**config.mk**
```make
export PLATFORM = sky130hd
export DESIGN_NAME = reset_sequencer
export DESIGN_NICKNAME = d
export VERILOG_FILES = /design/src/rtl/rstseq_pkg.sv /design/src/rtl/rstseq_mr_filter.sv /design/src/rtl/rstseq_hold_ctrl.sv /design/src/rtl/rstseq_out_stage.sv /design/src/rtl/reset_sequencer.sv
export SDC_FILE = /design/constraint.sdc
export NUM_CORES = 1
export LEC_CHECK = 0
export BUFFER_PORTS_ARGS = -buffer_cell sky130_fd_sc_hd__buf_2
export CAP_MARGIN = 20
export CORE_ASPECT_RATIO = 1.5
export CORE_MARGIN = 1.5
export CORE_UTILIZATION = 50
export CTS_BUF_LIST = sky130_fd_sc_hd__clkbuf_16
export CTS_CLUSTER_SIZE = 25
export DETAILED_ROUTE_END_ITERATION = 10
export PLACE_DENSITY = 0.68
export SLEW_MARGIN = 20
export SYNTH_ARGS = -nofsm -noshare
export SYNTH_HDL_FRONTEND = slang
export SYNTH_HIERARCHICAL = 1
export SYNTH_SLANG_ARGS = --single-unit
export TNS_END_PERCENT = 100
```
**constraint.sdc**
```tcl
create_clock -name clk -period 5.25 [get_ports clk]
set_input_delay 0.525 -clock clk [delete_from_list [all_inputs] [get_ports clk]]
set_output_delay 0.525 -clock clk [all_outputs]
set_load 0.01 [all_outputs]
```
**src/rtl/rstseq_pkg.sv**
```systemverilog
package rstseq_pkg;

    typedef enum logic [1:0] {
        OUT_OD_LOW  = 2'd0,
        OUT_PP_LOW  = 2'd1,
        OUT_PP_HIGH = 2'd2
    } out_mode_e;

    // Hold length in clock cycles for a 2-bit select code.
    function automatic int hold_cycles(input int clk_hz, input logic [1:0] code);
        int ms;
        case (code)
            2'd0:    ms = 50;
            2'd1:    ms = 100;
            2'd2:    ms = 200;
            default: ms = 400;
        endcase
        return (clk_hz / 1000) * ms;
    endfunction

endpackage

```
**src/rtl/rstseq_mr_filter.sv**
```systemverilog
module rstseq_mr_filter #(
    parameter int FILT_CYC = 25
) (
    input  logic clk,
    input  logic rst_n,
    input  logic mr_n_raw,
    output logic mr_active
);
    localparam int FW = $clog2(FILT_CYC + 1);

    typedef struct packed {
        logic          s1;
        logic          s2;
        logic          lvl;
        logic [FW-1:0] cnt;
    } flt_t;

    flt_t flt_d, flt_q;

    always_comb begin
        flt_d    = flt_q;
        flt_d.s1 = mr_n_raw;
        flt_d.s2 = flt_q.s1;
        if (flt_q.s2 != flt_q.lvl) begin
            if (flt_q.cnt == FW'(FILT_CYC - 1)) begin
                flt_d.lvl = flt_q.s2;
                flt_d.cnt = '0;
            end else begin
                flt_d.cnt = flt_q.cnt + 1'b1;
            end
        end else begin
            flt_d.cnt = '0;
        end
    end

    always_ff @(posedge clk) begin
        if (!rst_n) begin
            flt_q <= '{s1: 1'b1, s2: 1'b1, lvl: 1'b1, cnt: '0};
        end else begin
            flt_q <= flt_d;
        end
    end

    assign mr_active = ~flt_q.lvl;

    // the filtered level only ever moves to the synchronised input value
    a_r5_filter_follows_sync: assert property (@(posedge clk) disable iff (!rst_n)
        !$stable(flt_q.lvl) |-> flt_q.lvl == $past(flt_q.s2));

endmodule

```
**src/rtl/rstseq_hold_ctrl.sv**
```systemverilog
module rstseq_hold_ctrl #(
    parameter int CLK_HZ = 50_000_000
) (
    input  logic       clk,
    input  logic       rst_n,
    input  logic       fault,
    input  logic       wdt_req,
    input  logic [1:0] tsel,
    output logic       asserted
);
    localparam int MAX_HOLD = rstseq_pkg::hold_cycles(CLK_HZ, 2'd3);
    localparam int CW       = $clog2(MAX_HOLD + 1);

    typedef struct packed {
        logic          asserted;
        logic [CW-1:0] cnt;
    } hold_t;

    hold_t         hld_d, hld_q;
    logic [CW-1:0] limit;

    always_comb begin
        limit = CW'(rstseq_pkg::hold_cycles(CLK_HZ, tsel));
    end

    always_comb begin
        hld_d = hld_q;
        if (fault) begin
            hld_d.asserted = 1'b1;
            hld_d.cnt      = '0;
        end else if (hld_q.asserted) begin
            if (hld_q.cnt >= limit - 1'b1) begin
                hld_d.asserted = 1'b0;
                hld_d.cnt      = '0;
            end else begin
                hld_d.cnt = hld_q.cnt + 1'b1;
            end
        end else if (wdt_req) begin
            hld_d.asserted = 1'b1;
            hld_d.cnt      = '0;
        end
    end

    always_ff @(posedge clk) begin
        if (!rst_n) begin
            hld_q <= '{asserted: 1'b1, cnt: '0};
        end else begin
            hld_q <= hld_d;
        end
    end

    assign asserted = hld_q.asserted;

    // a fault during the hold clears the count and keeps reset in
    a_r3_fault_restarts_hold: assert property (@(posedge clk) disable iff (!rst_n)
        fault |=> (hld_q.cnt == '0) && hld_q.asserted);

    // initialisation leaves reset asserted with an empty count
    a_r8_init_asserts: assert property (@(posedge clk)
        !rst_n |=> hld_q.asserted && (hld_q.cnt == '0));

endmodule

```
**src/rtl/rstseq_out_stage.sv**
```systemverilog
module rstseq_out_stage #(
    parameter rstseq_pkg::out_mode_e OUT_MODE = rstseq_pkg::OUT_OD_LOW
) (
    input  logic asserted,
    output logic pin_lvl,
    output logic pin_oe
);
    generate
        if (OUT_MODE == rstseq_pkg::OUT_OD_LOW) begin : g_od
            assign pin_lvl = 1'b0;
            assign pin_oe  = asserted;
        end else if (OUT_MODE == rstseq_pkg::OUT_PP_LOW) begin : g_pp_low
            assign pin_lvl = ~asserted;
            assign pin_oe  = 1'b1;
        end else begin : g_pp_high
            assign pin_lvl = asserted;
            assign pin_oe  = 1'b1;
        end
    endgenerate

endmodule

```
**src/rtl/reset_sequencer.sv**
```systemverilog
module reset_sequencer #(
    parameter int                    CLK_HZ      = 50_000_000,
    parameter int                    NUM_SUP     = 4,
    parameter int                    MR_FILT_CYC = ((CLK_HZ / 2_000_000) < 2) ? 2 : (CLK_HZ / 2_000_000),
    parameter rstseq_pkg::out_mode_e OUT_MODE    = rstseq_pkg::OUT_OD_LOW
) (
    input  logic               clk,
    input  logic               rst_n,
    input  logic [NUM_SUP-1:0] sup_uv,
    input  logic               mr_n,
    input  logic               wdt_expired,
    input  logic [1:0]         tsel,
    output logic               rst_out,
    output logic               rst_oe
);
    logic mr_active;
    logic fault;
    logic asserted;

    rstseq_mr_filter #(
        .FILT_CYC (MR_FILT_CYC)
    ) u_mr_filter (
        .clk       (clk),
        .rst_n     (rst_n),
        .mr_n_raw  (mr_n),
        .mr_active (mr_active)
    );

    always_comb begin
        fault = (|sup_uv) | mr_active;
    end

    rstseq_hold_ctrl #(
        .CLK_HZ (CLK_HZ)
    ) u_hold_ctrl (
        .clk      (clk),
        .rst_n    (rst_n),
        .fault    (fault),
        .wdt_req  (wdt_expired),
        .tsel     (tsel),
        .asserted (asserted)
    );

    rstseq_out_stage #(
        .OUT_MODE (OUT_MODE)
    ) u_out_stage (
        .asserted (asserted),
        .pin_lvl  (rst_out),
        .pin_oe   (rst_oe)
    );

    // any low supply forces reset on the following edge
    a_r1_supply_asserts: assert property (@(posedge clk) disable iff (!rst_n)
        (|sup_uv) |=> asserted);

    // a recognised manual reset forces reset on the following edge
    a_r4_manual_asserts: assert property (@(posedge clk) disable iff (!rst_n)
        mr_active |=> asserted);

    // release only happens after an edge with every cause clear
    a_r2_release_when_clear: assert property (@(posedge clk) disable iff (!rst_n)
        $fell(asserted) |-> ($past(sup_uv) == '0) && !$past(mr_active));

endmodule

```
==> reports/qor_table.md <==
| Stage | Parameter | Value |
|:---|:---|:---|
| power and ir drop | Peak supply drop | 0.2737 mV |
| yosys | Synth Cell Area | 0.002365 sq mm |
| final layout | Final Non-Filler Cells | 354 |
| floorplanning | Core ar. | 0.004542 sq mm |
| final layout | Layout net count | 331 |
| cts | Source-to-sink clock delay at the later pin of the worst-skew pair | 0.27 ns |
| yosys | Number of synthesized flops with an enable pin | 0 |
| place | HPWL after detailed placement | 3893 um |
| floorplanning | Row count | 30 |
| hold path | Count of cells along the worst hold path | 1 |
| power and ir drop | Switching power share of the total | 21.69% |
| yosys | Mapped Cells | 278 |
| timing | Unrepaired setup endpoints after global routing | false |
| yosys | Largest family of logic cells by synthesized area | simple AND/OR/NAND/NOR gates |
| hold path | Start point of the worst hold path | u_mr_filter/flt_d[6] |
| yosys | Count of distinct cell types in the synthesized netlist | 48 |
| power and ir drop | Combinational Power Share | 6.9% |
| grt | Most Used Layer, Global Route | met2 |
| setup path | Kind of critical path | input port to register |
| final layout | End-of-flow core utilization | 57.08% |
| grt | Tot GR Track Use | 22.34% |
| floorplanning | Initial cell density of the core | 52.07% |
| setup path | Largest fanout of any net on the critical path | 11 |
| setup path | CP bufs+invs | 3 |
| cts | Number of hold-repair buffers added at the cts stage | 0 |
| setup path | R2R setup slack | 2.79 ns |
| setup path | Category of the worst setup path launch point | input port |
| grt | Number of antenna violations at the first check in global routing | 0 |
| cts | Worst-case clock buffer depth | 2 |
| timing | Post-route clock skew | 0.002983 ns |
| hold path | Kind of path behind the tightest hold check | register to register |
| final layout | Final Instance Area | 0.002592 sq mm |
| hold path | Hold-critical path endpoint | u_mr_filter/flt_q[6] |
| yosys | XOR/XNOR share of the synthesized area | 5.185% |
| timing | Transition at the pin with the smallest max-transition slack | 0.4871 ns |
| power and ir drop | Leakage | 0.001084 uW |
| floorplanning | Die Y | 87.23 um |
| setup path | Data arrival time of the critical path | 3.66 ns |
| timing | Post-route fraction of the period consumed by the critical path | 66.41% |
| yosys | Post-Syn Area per Cell | 8.506 sq um |
| timing | Worst-case hold slack | 0.4240 ns |
| yosys | FF+latch count, synth | 34 |
| routing | Antenna Violating Nets Remaining | 0 |
| cts | CTS tree | yes |
| timing | Slew headroom | 67.18% |
| grt | Met2 Use GR | 39.39% |
| grt | Met3 track utilization from global routing | 2.229% |
| routing | Number of vias per cell after detailed routing | 5.602 |
| place | Port buffer count | 10 |
| yosys | Sequential-to-total area share from yosys stat | 28.78% |
| yosys | Flip-flop cell with the highest count after synthesis | sky130_fd_sc_hd__dfxtp_1 |
| routing | Violation count after the first detailed-route iteration | 65 |
| timing | Upper clock frequency limit | 286.8 MHz |
| place | Cell area after placement | 0.002455 sq mm |
| setup path | Setup crit end kind | register |
| cts | Clock-pin transition on the worst setup and hold timing paths | 0.05 ns |
| cts | TritonCTS Sinks | 34 |
| floorplanning | Die Width | 59.15 um |
| yosys | Post-synth net total | 320 |
| grt | Met1 layer usage reported by global route | 25.74% |
| power and ir drop | Clock network fraction of total power | 47.4% |
| grt | Wire length of the first global-routing pass | 8576 um |
| setup path | Cell count along the critical path | 18 |
| setup path | Cell Chain, Critical Path | buf_2 -> inv_1 -> ha_1 -> inv_1 -> ha_1 -> ha_1 -> nor2_1 -> xnor2_1 -> xnor2_1 -> xnor2_1 -> ha_1 -> nand2_1 -> o21ai_0 -> nand2_1 -> o211ai_2 -> nor2_2 -> nand2_2 -> o311ai_0 |
| grt | Largest net degree at the start of global routing | 21 |
| cts | TritonCTS buffer count | 5 |
| routing | WL/cell | 14.34 um |
| timing | Min cycle time layout | 3.486 ns |
| routing | Number of iterations in the first detailed-routing pass | 4 |
| grt | Via count of the first global-routing pass | 1866 |
| setup path | Worst path required time | 5.42 ns |
| routing | Remaining design rule violation count | 0 |
| cts | Htree depth | 2 |
| setup path | Largest stage delay, worst path | 0.34 ns |
| cts | Root buf cell | sky130_fd_sc_hd__clkbuf_16 |
| timing | Final setup viols | 0 |
| job | Number of violations of the max-capacitance limit | 0 |
| floorplanning | Number of top-level pins | 12 |
| place | Dpl cells | 346 |
| floorplanning | Die ar. | 0.005159 sq mm |
| power and ir drop | Cell internal pwr | 446.0 uW |
| final layout | Layout overhead on the synthesized area | 9.630% |
| routing | DR vias | 1983 |
| place | GP Congestion | 0.8438 |
| setup path | Depth of the most critical reg-to-reg path | 8 |
| timing | Final hold vios | 0 |
| yosys | Compound-Gate Fraction of Synth Area | 17.09% |
| setup path | Category of cells accounting for the largest share of critical-path delay | adder cells |
| setup path | Crit Reg-Reg Startpoint | u_hold_ctrl/hld_q[24] |
| yosys | Count of warnings emitted by yosys | 6 |
| power and ir drop | Total power divided by cell area | 219.7 mW/mm^2 |
| yosys | FFs w/ async S/R, synth | 0% |
| power and ir drop | Switching power | 123.5 uW |
| setup path | Standard cell with the maximum stage delay on the critical path | sky130_fd_sc_hd__o311ai_0 |
| final layout | Fraction of layout instances using a drive strength above 1 | 12.41% |
| setup path | Worst flop-to-flop path endpoint | u_hold_ctrl/hld_q[20] |
| run status | Outcome | completed |
| grt | Sum of overflow across all layers after global routing | 0 |
| routing | Total wire length after detailed routing | 5078 um |
| cts | Resize count post-CTS | 0 |
| yosys | Synthesized-area fraction occupied by and/or/nand/nor cells | 26.08% |
| timing | Summed negative setup slack over all endpoints | 0 ns |
| timing | Pins Over Slew Limit | 0 |
| final layout | ANT cells | 0 |
| power and ir drop | Part of the total power dissipated in sequential elements | 45.7% |
| setup path | Cell occurring most often along the worst timing path | sky130_fd_sc_hd__ha_1 |
| final layout | Layout filler cell count | 419 |
| yosys | Share of cell area taken by muxes after synthesis | 0.8466% |
| cts | Buffer count from post-CTS setup fixing | 0 |
| yosys | Adder-cell share of the synthesized area | 16.93% |
cell families after synthesis:
family / after synthesis
flops: 34
fa+ha+maj: 32
other cells: 1
compound gates: 48
xor+xnor: 14
buf+inv: 23
mux: 2
simple gates: 124
per-stage QoR:
step	total power [uW]	setup slack [ns]
floorplan	293.3	1.975
global placement	303.9	1.572
detailed placement	304.9	1.483
CTS	577.4	1.753
global route	592.7	1.403
finish	569.5	1.764
placed cells by master (no fill, tap or decap), types with 3 or more instances in the layout:
cell	count
sky130_fd_sc_hd__nor2_1	25
sky130_fd_sc_hd__o21ai_0	8
sky130_fd_sc_hd__clkbuf_16	5
sky130_fd_sc_hd__a21o_1	4
sky130_fd_sc_hd__inv_1	16
sky130_fd_sc_hd__o21ai_1	4
sky130_fd_sc_hd__nand2_1	39
sky130_fd_sc_hd__nor2b_1	3
sky130_fd_sc_hd__nand4_1	7
sky130_fd_sc_hd__nand3_1	21
sky130_fd_sc_hd__dfxtp_1	34
sky130_fd_sc_hd__xor2_1	7
sky130_fd_sc_hd__ha_1	32
sky130_fd_sc_hd__o311ai_2	6
sky130_fd_sc_hd__nor3_2	3
sky130_fd_sc_hd__and4_1	3
sky130_fd_sc_hd__a21oi_1	10
sky130_fd_sc_hd__buf_2	10
sky130_fd_sc_hd__nor3_1	4
sky130_fd_sc_hd__nand2b_1	3
sky130_fd_sc_hd__and3_1	4
sky130_fd_sc_hd__xnor2_1	7
Yosys cell counts (all sizes together), types with 2 or more instances:
cell	count	area share, %
a21o	4	1.3
a21oi	10	2.1
a221o	2	0.85
a22o	2	0.74
and3	5	1.5
and4	3	1.1
buf	5	2.1
clkbuf	3	0.48
dfxtp	34	29
ha	32	17
inv	15	2.4
mux2i	2	0.85
nand2	40	6.5
nand2b	3	0.79
nand3	22	4.9
nand4	7	1.9
nor2	26	4.2
nor2b	3	0.79
nor3	7	1.9
nor4	3	1.1
o211ai	2	1.1
o21ai	12	2.5
o311ai	7	4.5
or3	2	0.53
xnor2	7	2.6
xor2	7	2.6
power groups by stage:
stage          combinational (uW)  clock, uW  sequential, uW
2_1_floorplan                27.9          0             265
3_3_place_gp                 38.4          0             266
3_5_place_dp                 39.3          0             266
4_1_cts                      39.6        278             260
5_1_grt                      45.1        287             260
6_report                     39.4        270             260
state kept, by name, indices dropped and copies added, names as in the netlist:
| name | count |
|---|---|
| u_hold_ctrl/asserted | 1 |
| u_hold_ctrl/hld_q | 25 |
| u_mr_filter/flt_d | 1 |
| u_mr_filter/flt_q | 7 |
metal layers:
| metal | routed length (um) | up-vias |
|---|---|---|
| li1 | - | 1012 |
| met1 | 2101 | 910 |
| met2 | 2625 | 50 |
| met3 | 164 | 11 |
| met4 | 187 | 0 |
| met5 | 0 | - |
worst max path at each step:
stage / from / to / slack [ns]
after detailed placement: tsel[1] / u_hold_ctrl/hld_q[9] / 1.48
final: tsel[1] / u_hold_ctrl/hld_q[9] / 1.76
after global routing: tsel[1] / u_hold_ctrl/hld_q[9] / 1.40
after floorplan: tsel[1] / u_hold_ctrl/hld_q[20] / 1.97
after global placement: tsel[1] / u_hold_ctrl/hld_q[20] / 1.57
after CTS: tsel[1] / u_hold_ctrl/hld_q[9] / 1.75
cell type report:
cell class / instances / area (sq um) / share of cell area (%)
clock inverters: 3 / 12.51 / 0.4826
well taps: 64 / 80.08 / 3.089
flip-flops and latches: 34 / 680.7 / 26.25
inverters: 15 / 56.30 / 2.172
clock buffers: 5 / 125.1 / 4.826
repair buffers: 12 / 65.06 / 2.510
multi-input cells: 221 / 1573 / 60.67
Power figures use the tool's default switching activity.
